$ cat src/rtl/sbus_cpu_pkg.sv
package sbus_cpu_pkg;

  localparam int OPC_W = 4;
  localparam int NSRC  = 6;

  // bus source indices
  localparam int DRV_PC   = 0;
  localparam int DRV_Z    = 1;
  localparam int DRV_MDR  = 2;
  localparam int DRV_ACC  = 3;
  localparam int DRV_ADDR = 4;
  localparam int DRV_OFF  = 5;

  localparam logic [OPC_W-1:0] OP_ADD = 4'h1;
  localparam logic [OPC_W-1:0] OP_BR  = 4'h2;
  localparam logic [OPC_W-1:0] OP_BRZ = 4'h3;

  typedef struct packed {
    logic [NSRC-1:0] drv;
    logic            mar_ld;
    logic            pc_ld;
    logic            ir_ld;
    logic            acc_ld;
    logic            y_ld;
    logic            z_ld;
    logic            y_zero;
    logic            cin;
    logic            rd_start;
    logic            wait_mem;
    logic            done;
  } ctl_t;

endpackage

$ cat src/rtl/sbus_cpu_alu.sv
module sbus_cpu_alu #(
  parameter int W = 16
) (
  input  logic [W-1:0] a_i,
  input  logic [W-1:0] b_i,
  input  logic         cin_i,
  output logic [W-1:0] sum_o
);

  localparam int CW = W + 1;

  logic [CW-1:0] full;

  always_comb begin
    full  = {1'b0, a_i} + {1'b0, b_i} + {{(CW-1){1'b0}}, cin_i};
    sum_o = full[W-1:0];
  end

  logic unused_carry;
  assign unused_carry = full[CW-1];

endmodule

$ cat src/rtl/sbus_cpu_ctrl.sv
module sbus_cpu_ctrl
  import sbus_cpu_pkg::*;
#(
  parameter int STEP_W = 4
) (
  input  logic             clk,
  input  logic             rst_n,
  input  logic [OPC_W-1:0] op_i,
  input  logic             zero_i,
  input  logic             mfc_i,
  output ctl_t             ctl_o,
  output logic             rd_o,
  output logic             mdr_ld_o
);

  localparam logic [STEP_W-1:0] S1 = STEP_W'(1);
  localparam logic [STEP_W-1:0] S2 = STEP_W'(2);
  localparam logic [STEP_W-1:0] S3 = STEP_W'(3);
  localparam logic [STEP_W-1:0] S4 = STEP_W'(4);
  localparam logic [STEP_W-1:0] S5 = STEP_W'(5);
  localparam logic [STEP_W-1:0] S6 = STEP_W'(6);
  localparam logic [STEP_W-1:0] S7 = STEP_W'(7);

  logic [STEP_W-1:0] step_q, step_d;
  logic              rdp_q, rdp_d;
  logic              mfc_ok;
  ctl_t              c;

  assign mfc_ok = rdp_q & mfc_i;

  // control word decode
  always_comb begin
    c = '0;
    if (step_q == S1) begin
      c.drv[DRV_PC] = 1'b1;
      c.mar_ld      = 1'b1;
      c.rd_start    = 1'b1;
      c.y_zero      = 1'b1;
      c.cin         = 1'b1;
      c.z_ld        = 1'b1;
    end else if (step_q == S2) begin
      c.drv[DRV_Z]  = 1'b1;
      c.pc_ld       = 1'b1;
      c.wait_mem    = 1'b1;
    end else if (step_q == S3) begin
      c.drv[DRV_MDR] = 1'b1;
      c.ir_ld        = 1'b1;
    end else begin
      case (op_i)
        OP_ADD: begin
          if (step_q == S4) begin
            c.drv[DRV_ADDR] = 1'b1;
            c.mar_ld        = 1'b1;
            c.rd_start      = 1'b1;
          end else if (step_q == S5) begin
            c.drv[DRV_ACC] = 1'b1;
            c.y_ld         = 1'b1;
            c.wait_mem     = 1'b1;
          end else if (step_q == S6) begin
            c.drv[DRV_MDR] = 1'b1;
            c.z_ld         = 1'b1;
          end else if (step_q == S7) begin
            c.drv[DRV_Z] = 1'b1;
            c.acc_ld     = 1'b1;
          end else begin
            c.drv[DRV_PC] = 1'b1;
            c.done        = 1'b1;
          end
        end
        OP_BR: begin
          if (step_q == S4) begin
            c.drv[DRV_PC] = 1'b1;
            c.y_ld        = 1'b1;
          end else if (step_q == S5) begin
            c.drv[DRV_OFF] = 1'b1;
            c.z_ld         = 1'b1;
          end else if (step_q == S6) begin
            c.drv[DRV_Z] = 1'b1;
            c.pc_ld      = 1'b1;
          end else begin
            c.drv[DRV_PC] = 1'b1;
            c.done        = 1'b1;
          end
        end
        OP_BRZ: begin
          if (step_q == S4) begin
            c.drv[DRV_PC] = 1'b1;
            c.done        = ~zero_i;
          end else if (step_q == S5) begin
            c.drv[DRV_PC] = 1'b1;
            c.y_ld        = 1'b1;
          end else if (step_q == S6) begin
            c.drv[DRV_OFF] = 1'b1;
            c.z_ld         = 1'b1;
          end else if (step_q == S7) begin
            c.drv[DRV_Z] = 1'b1;
            c.pc_ld      = 1'b1;
          end else begin
            c.drv[DRV_PC] = 1'b1;
            c.done        = 1'b1;
          end
        end
        default: begin
          c.drv[DRV_PC] = 1'b1;
          c.done        = 1'b1;
        end
      endcase
    end
  end

  // next-state
  always_comb begin
    if (c.done)
      step_d = S1;
    else if (c.wait_mem && !mfc_ok)
      step_d = step_q;
    else
      step_d = step_q + S1;

    if (c.rd_start)
      rdp_d = 1'b1;
    else if (mfc_ok)
      rdp_d = 1'b0;
    else
      rdp_d = rdp_q;
  end

  always_ff @(posedge clk or negedge rst_n) begin
    if (!rst_n) begin
      step_q <= S1;
      rdp_q  <= 1'b0;
    end else begin
      step_q <= step_d;
      rdp_q  <= rdp_d;
    end
  end

  assign ctl_o    = c;
  assign rd_o     = rdp_q;
  assign mdr_ld_o = mfc_ok;

  AST_WAIT_FREEZE: assert property (@(posedge clk) disable iff (!rst_n)
    (c.wait_mem && !mfc_i) |=> $stable(step_q));
  AST_RD_HELD: assert property (@(posedge clk) disable iff (!rst_n)
    (rdp_q && !mfc_i) |=> rdp_q);
  AST_DONE_SINGLE: assert property (@(posedge clk) disable iff (!rst_n)
    c.done |=> !c.done);
  AST_DONE_REFETCH: assert property (@(posedge clk) disable iff (!rst_n)
    c.done |=> (step_q == S1));

endmodule

$ cat src/rtl/sbus_cpu_dp.sv
module sbus_cpu_dp
  import sbus_cpu_pkg::*;
#(
  parameter int              DATA_W   = 16,
  parameter int              FIELD_W  = 12,
  parameter logic [DATA_W-1:0] RESET_PC = '0
) (
  input  logic              clk,
  input  logic              rst_n,
  input  ctl_t              ctl_i,
  input  logic              mdr_ld_i,
  input  logic [DATA_W-1:0] rdata_i,
  output logic [DATA_W-1:0] mar_o,
  output logic [DATA_W-1:0] ir_o,
  output logic [DATA_W-1:0] pc_o,
  output logic [DATA_W-1:0] acc_o,
  output logic              zero_o
);

  localparam int EXT_W = DATA_W - FIELD_W;

  logic [DATA_W-1:0] pc_q, mar_q, mdr_q, ir_q, acc_q, y_q, z_q;
  logic              zero_q;
  logic [DATA_W-1:0] bus, alu_a, alu_sum;
  logic [DATA_W-1:0] src [NSRC];

  assign src[DRV_PC]   = pc_q;
  assign src[DRV_Z]    = z_q;
  assign src[DRV_MDR]  = mdr_q;
  assign src[DRV_ACC]  = acc_q;
  assign src[DRV_ADDR] = {{EXT_W{1'b0}}, ir_q[FIELD_W-1:0]};
  assign src[DRV_OFF]  = {{EXT_W{ir_q[FIELD_W-1]}}, ir_q[FIELD_W-1:0]};

  // AND-OR single bus
  always_comb begin
    bus = '0;
    for (int i = 0; i < NSRC; i++) begin
      if (ctl_i.drv[i]) bus = bus | src[i];
    end
  end

  assign alu_a = ctl_i.y_zero ? '0 : y_q;

  sbus_cpu_alu #(.W(DATA_W)) u_alu (
    .a_i   (alu_a),
    .b_i   (bus),
    .cin_i (ctl_i.cin),
    .sum_o (alu_sum)
  );

  always_ff @(posedge clk or negedge rst_n) begin
    if (!rst_n) begin
      pc_q   <= RESET_PC;
      mar_q  <= '0;
      mdr_q  <= '0;
      ir_q   <= '0;
      acc_q  <= '0;
      y_q    <= '0;
      z_q    <= '0;
      zero_q <= 1'b1;
    end else begin
      if (ctl_i.pc_ld)  pc_q  <= bus;
      if (ctl_i.mar_ld) mar_q <= bus;
      if (mdr_ld_i)     mdr_q <= rdata_i;
      if (ctl_i.ir_ld)  ir_q  <= bus;
      if (ctl_i.y_ld)   y_q   <= bus;
      if (ctl_i.z_ld)   z_q   <= alu_sum;
      if (ctl_i.acc_ld) begin
        acc_q  <= bus;
        zero_q <= (bus == '0);
      end
    end
  end

  assign mar_o  = mar_q;
  assign ir_o   = ir_q;
  assign pc_o   = pc_q;
  assign acc_o  = acc_q;
  assign zero_o = zero_q;

  logic unused_ctl;
  assign unused_ctl = ^{ctl_i.rd_start, ctl_i.wait_mem, ctl_i.done};

  AST_ONE_BUS_SOURCE: assert property (@(posedge clk) disable iff (!rst_n)
    $onehot(ctl_i.drv));
  AST_ZERO_FOLLOWS: assert property (@(posedge clk) disable iff (!rst_n)
    ctl_i.acc_ld |=> (zero_q == (acc_q == '0)));

endmodule

$ cat src/rtl/sbus_cpu.sv
module sbus_cpu
  import sbus_cpu_pkg::*;
#(
  parameter int                DATA_W   = 16,
  parameter int                FIELD_W  = 12,
  parameter int                STEP_W   = 4,
  parameter logic [DATA_W-1:0] RESET_PC = '0
) (
  input  logic              clk,
  input  logic              rst_n,
  output logic              mem_rd_o,
  output logic [DATA_W-1:0] mem_addr_o,
  input  logic [DATA_W-1:0] mem_rdata_i,
  input  logic              mem_mfc_i,
  output logic              instr_done_o,
  output logic [DATA_W-1:0] pc_o,
  output logic [DATA_W-1:0] acc_o,
  output logic              zero_o
);

  localparam int OP_LO = DATA_W - OPC_W;

  logic              rst_q1, rst_q2;
  ctl_t              ctl;
  logic              mdr_ld;
  logic [DATA_W-1:0] ir;

  // reset: asynchronous assert, synchronous release
  always_ff @(posedge clk or negedge rst_n) begin
    if (!rst_n) begin
      rst_q1 <= 1'b0;
      rst_q2 <= 1'b0;
    end else begin
      rst_q1 <= 1'b1;
      rst_q2 <= rst_q1;
    end
  end

  sbus_cpu_ctrl #(.STEP_W(STEP_W)) u_ctrl (
    .clk      (clk),
    .rst_n    (rst_q2),
    .op_i     (ir[DATA_W-1:OP_LO]),
    .zero_i   (zero_o),
    .mfc_i    (mem_mfc_i),
    .ctl_o    (ctl),
    .rd_o     (mem_rd_o),
    .mdr_ld_o (mdr_ld)
  );

  sbus_cpu_dp #(
    .DATA_W   (DATA_W),
    .FIELD_W  (FIELD_W),
    .RESET_PC (RESET_PC)
  ) u_dp (
    .clk      (clk),
    .rst_n    (rst_q2),
    .ctl_i    (ctl),
    .mdr_ld_i (mdr_ld),
    .rdata_i  (mem_rdata_i),
    .mar_o    (mem_addr_o),
    .ir_o     (ir),
    .pc_o     (pc_o),
    .acc_o    (acc_o),
    .zero_o   (zero_o)
  );

  assign instr_done_o = ctl.done;

  AST_ADDR_STEADY: assert property (@(posedge clk) disable iff (!rst_q2)
    (mem_rd_o && !mem_mfc_i) |=> $stable(mem_addr_o));
  AST_ACC_ONLY_ADD: assert property (@(posedge clk) disable iff (!rst_q2)
    !$stable(acc_o) |-> ($past(ir[DATA_W-1:OP_LO]) == OP_ADD));

endmodule

$ cat config.mk
export PLATFORM = sky130hd
export DESIGN_NAME = sbus_cpu
export DESIGN_NICKNAME = d
export VERILOG_FILES = /design/src/rtl/sbus_cpu_pkg.sv /design/src/rtl/sbus_cpu_alu.sv /design/src/rtl/sbus_cpu_ctrl.sv /design/src/rtl/sbus_cpu_dp.sv /design/src/rtl/sbus_cpu.sv
export SDC_FILE = /design/constraint.sdc
export NUM_CORES = 1
export LEC_CHECK = 0
export BUFFER_PORTS_ARGS = -buffer_cell sky130_fd_sc_hd__buf_2
export CORE_MARGIN = 2
export CORE_UTILIZATION = 55
export CTS_CLUSTER_SIZE = 8
export DETAILED_ROUTE_END_ITERATION = 16
export PLACE_DENSITY_LB_ADDON = 0.3
export SLEW_MARGIN = 20
export SYNTH_ARGS = -nofsm -noshare
export SYNTH_HDL_FRONTEND = slang
export SYNTH_HIERARCHICAL = 1
export SYNTH_SLANG_ARGS = --single-unit
export TNS_END_PERCENT = 5
$ cat constraint.sdc
create_clock -name clk -period 6.9 [get_ports clk]
set_clock_uncertainty 0.2 [all_clocks]
set_input_delay 1.035 -clock clk [delete_from_list [all_inputs] [get_ports clk]]
set_output_delay 1.035 -clock clk [all_outputs]
set_load 0.1 [all_outputs]
==> flow_metrics.env <==
export IMPL_core_area_um2=11300
export IMPL_setup_tns_ns=0
export IMPL_ctsResizeCount=0
export IMPL_overflow=0
export IMPL_fp_dieH_um=111
export IMPL_cts_buffer_depth=2
export IMPL_ios=70
export IMPL_finalCriticalPeriod_ns=5.21
export IMPL_routabilityCongestion=0.889
export IMPL_netlist_area_um2=6300
export IMPL_setup_violations=0
export IMPL_cts_hold_buffers_added=0
export IMPL_nets=728
export IMPL_insertion_delay_ns=0.42
export IMPL_initial_core_util_pct=55.7
export IMPL_instances_no_fill=845
export IMPL_min_path_type="flop to asynchronous set/reset pin"
export IMPL_rsz0062_at_grt="false"
export IMPL_place_detailed_hpwl_mm=11.1
export IMPL_grt_pass1_wl_mm=25.9
export IMPL_cts_tree="done"
export IMPL_cp_max_fo=35
export IMPL_drv_cap=0
export IMPL_groute_usage_overall_pct=26.8
export IMPL_vias=5010
export IMPL_ctsRootBufferMaster="clkbuf_16"
export IMPL_htreeDepth=4
export IMPL_synthToLayoutAreaGrowth_pct=16.4
export IMPL_worst_pin_slew_ns=1.05
export IMPL_synth_avg_cell_area_um2=9.91
export IMPL_fmax_mhz=192
export IMPL_ant_nets=0
export IMPL_register_area_um2=3010
export IMPL_cp_required_ns=7.00
export IMPL_clkSlewWorstSetupHoldPaths_ns=0.06
export IMPL_portBuffers=69
export IMPL_antenna_cells=0
export IMPL_slew_headroom_pct=30.2
export IMPL_numCtsBuffers=17
export IMPL_status="complete, no violations"
export IMPL_dp_cells=813
export IMPL_multi_input_area_um2=2970
export IMPL_drt_iter0_markers=339
export IMPL_drt_total_wl_mm=15.8
export IMPL_yosysWarnings=6
export IMPL_post_cts_setup_buffers=0
export IMPL_hold_violations=0
export IMPL_row_count=39
export IMPL_grt_max_degree=83
export IMPL_die_w_um=111
export IMPL_viasPerCell=5.93
export IMPL_die_area_um2=12300
export IMPL_drc=0
export IMPL_cp_start_kind="flop"
export IMPL_drv_slew=0
export IMPL_fill_cells=910
export IMPL_end_kind="flop"
export IMPL_synth_nets=675
export IMPL_path_class="flop to flop"
export IMPL_drive_gt1_share_pct=26.5
export IMPL_antenna_found_initial=0
export IMPL_wl_per_cell_um=18.7
export IMPL_worstPathArrival_ns=5.32
export IMPL_clock_sinks=120
export IMPL_finalCritPeriodShare_pct=75.6
export IMPL_drt_first_pass_iters=6
export IMPL_grt_pass1_vias=4989
export IMPL_synthCells=636
==> stage by stage <==
stage / worst slack [ns] / cell area, µm² / util, % / hold slack, ns
after floorplan: 2.31 / 6300 / - / 0.131
after global placement: 1.91 / 6670 / 58.9 / 0.0940
after detailed placement: 1.74 / 6670 / 58.9 / 0.102
after CTS: 1.74 / 7330 / 64.8 / 0.108
after global routing: 1.40 / 7330 / 64.8 / 0.140
final: 1.69 / 7330 / 64.8 / 0.0931
==> flip-flops by register name, indices dropped and copies added (netlist names) <==
signal and count:
u_dp/acc_o 16, u_dp/ir_o 16, u_dp/z_q 16, u_dp/mdr_q 16, u_dp/y_q 16, rst_q2 1
u_ctrl/step_q 4, u_dp/mar_o 16, rst_q1 1, u_ctrl/rd_o 1, u_dp/pc_o 16, u_dp/zero_o 1
==> placed cells by master (no fill, tap or decap), types with 4 or more instances in the layout <==
cell type / instances
dfrtp_1: 117
a21oi_1: 101
nor2_1: 93
buf_2: 69
mux2_2: 32
nand2_1: 29
inv_1: 22
a22oi_1: 21
nor2b_1: 20
ha_1: 18
clkbuf_16: 17
nand3_1: 9
xnor2_1: 9
inv_2: 8
o21ai_0: 7
buf_4: 6
nor2_2: 6
a22o_1: 6
o21a_2: 6
bufinv_16: 5
and3_1: 5
o21ai_1: 5
a21o_1: 5
o21a_1: 5
nand2b_1: 4
xor2_1: 4
==> layer usage <==
| layer | global-route usage, % | wire (µm) | up-vias |
|---|---|---|---|
| met2 | 43.2 | 7680 | 202 |
| li1 | - | - | 2322 |
| met3 | 6.56 | 967 | 38 |
| met5 | 0 | 0 | - |
| met1 | 35.0 | 6670 | 2448 |
| met4 | 11.1 | 493 | 0 |
==> worst max-delay path, cell delays in order, from the launching register on <==
cell,delay [ns]
dfstp_2,0.58
ha_1,0.45
nor2_1,0.13
and3_1,0.19
buf_4,0.23
o21bai_2,0.41
a22oi_1,0.25
nand2_1,0.07
a21oi_1,0.41
inv_1,0.13
fa_1,0.45
inv_1,0.09
fa_1,0.25
nor2b_4,0.06
o31a_4,0.30
a41oi_4,0.30
o311ai_2,0.14
xor2_1,0.17
mux2_2,0.28
==> worst paths after layout <==
kind	cells after the start	startpoint	end	slack, ns
worst min register to register	0	rst_q2	u_dp/mar_o[11]	0.09
worst max register to register	18	u_ctrl/step_q[0]	u_dp/z_q[12]	1.69
max in group asynchronous	1	rst_q2	u_dp/mdr_q[0]	5.31
worst max-delay path	18	u_ctrl/step_q[0]	u_dp/z_q[12]	1.69
min in group clk	0	rst_q1	rst_q2	0.15
worst min-delay path	0	rst_q2	u_dp/mar_o[11]	0.09
==> layout make-up <==
| cell class | instances | area share [%] |
|---|---|---|
| inverters | 30 | 1.54 |
| multi-input cells | 444 | 40.5 |
| repair buffers | 76 | 5.48 |
| clock inverters | 13 | 2.95 |
| clock buffers | 19 | 6.04 |
| flip-flops and latches | 120 | 41.0 |
| well taps | 143 | 2.44 |
Power is not shown: default switching activity piles up to over one toggle a cycle in this logic, so the estimate is an artifact.
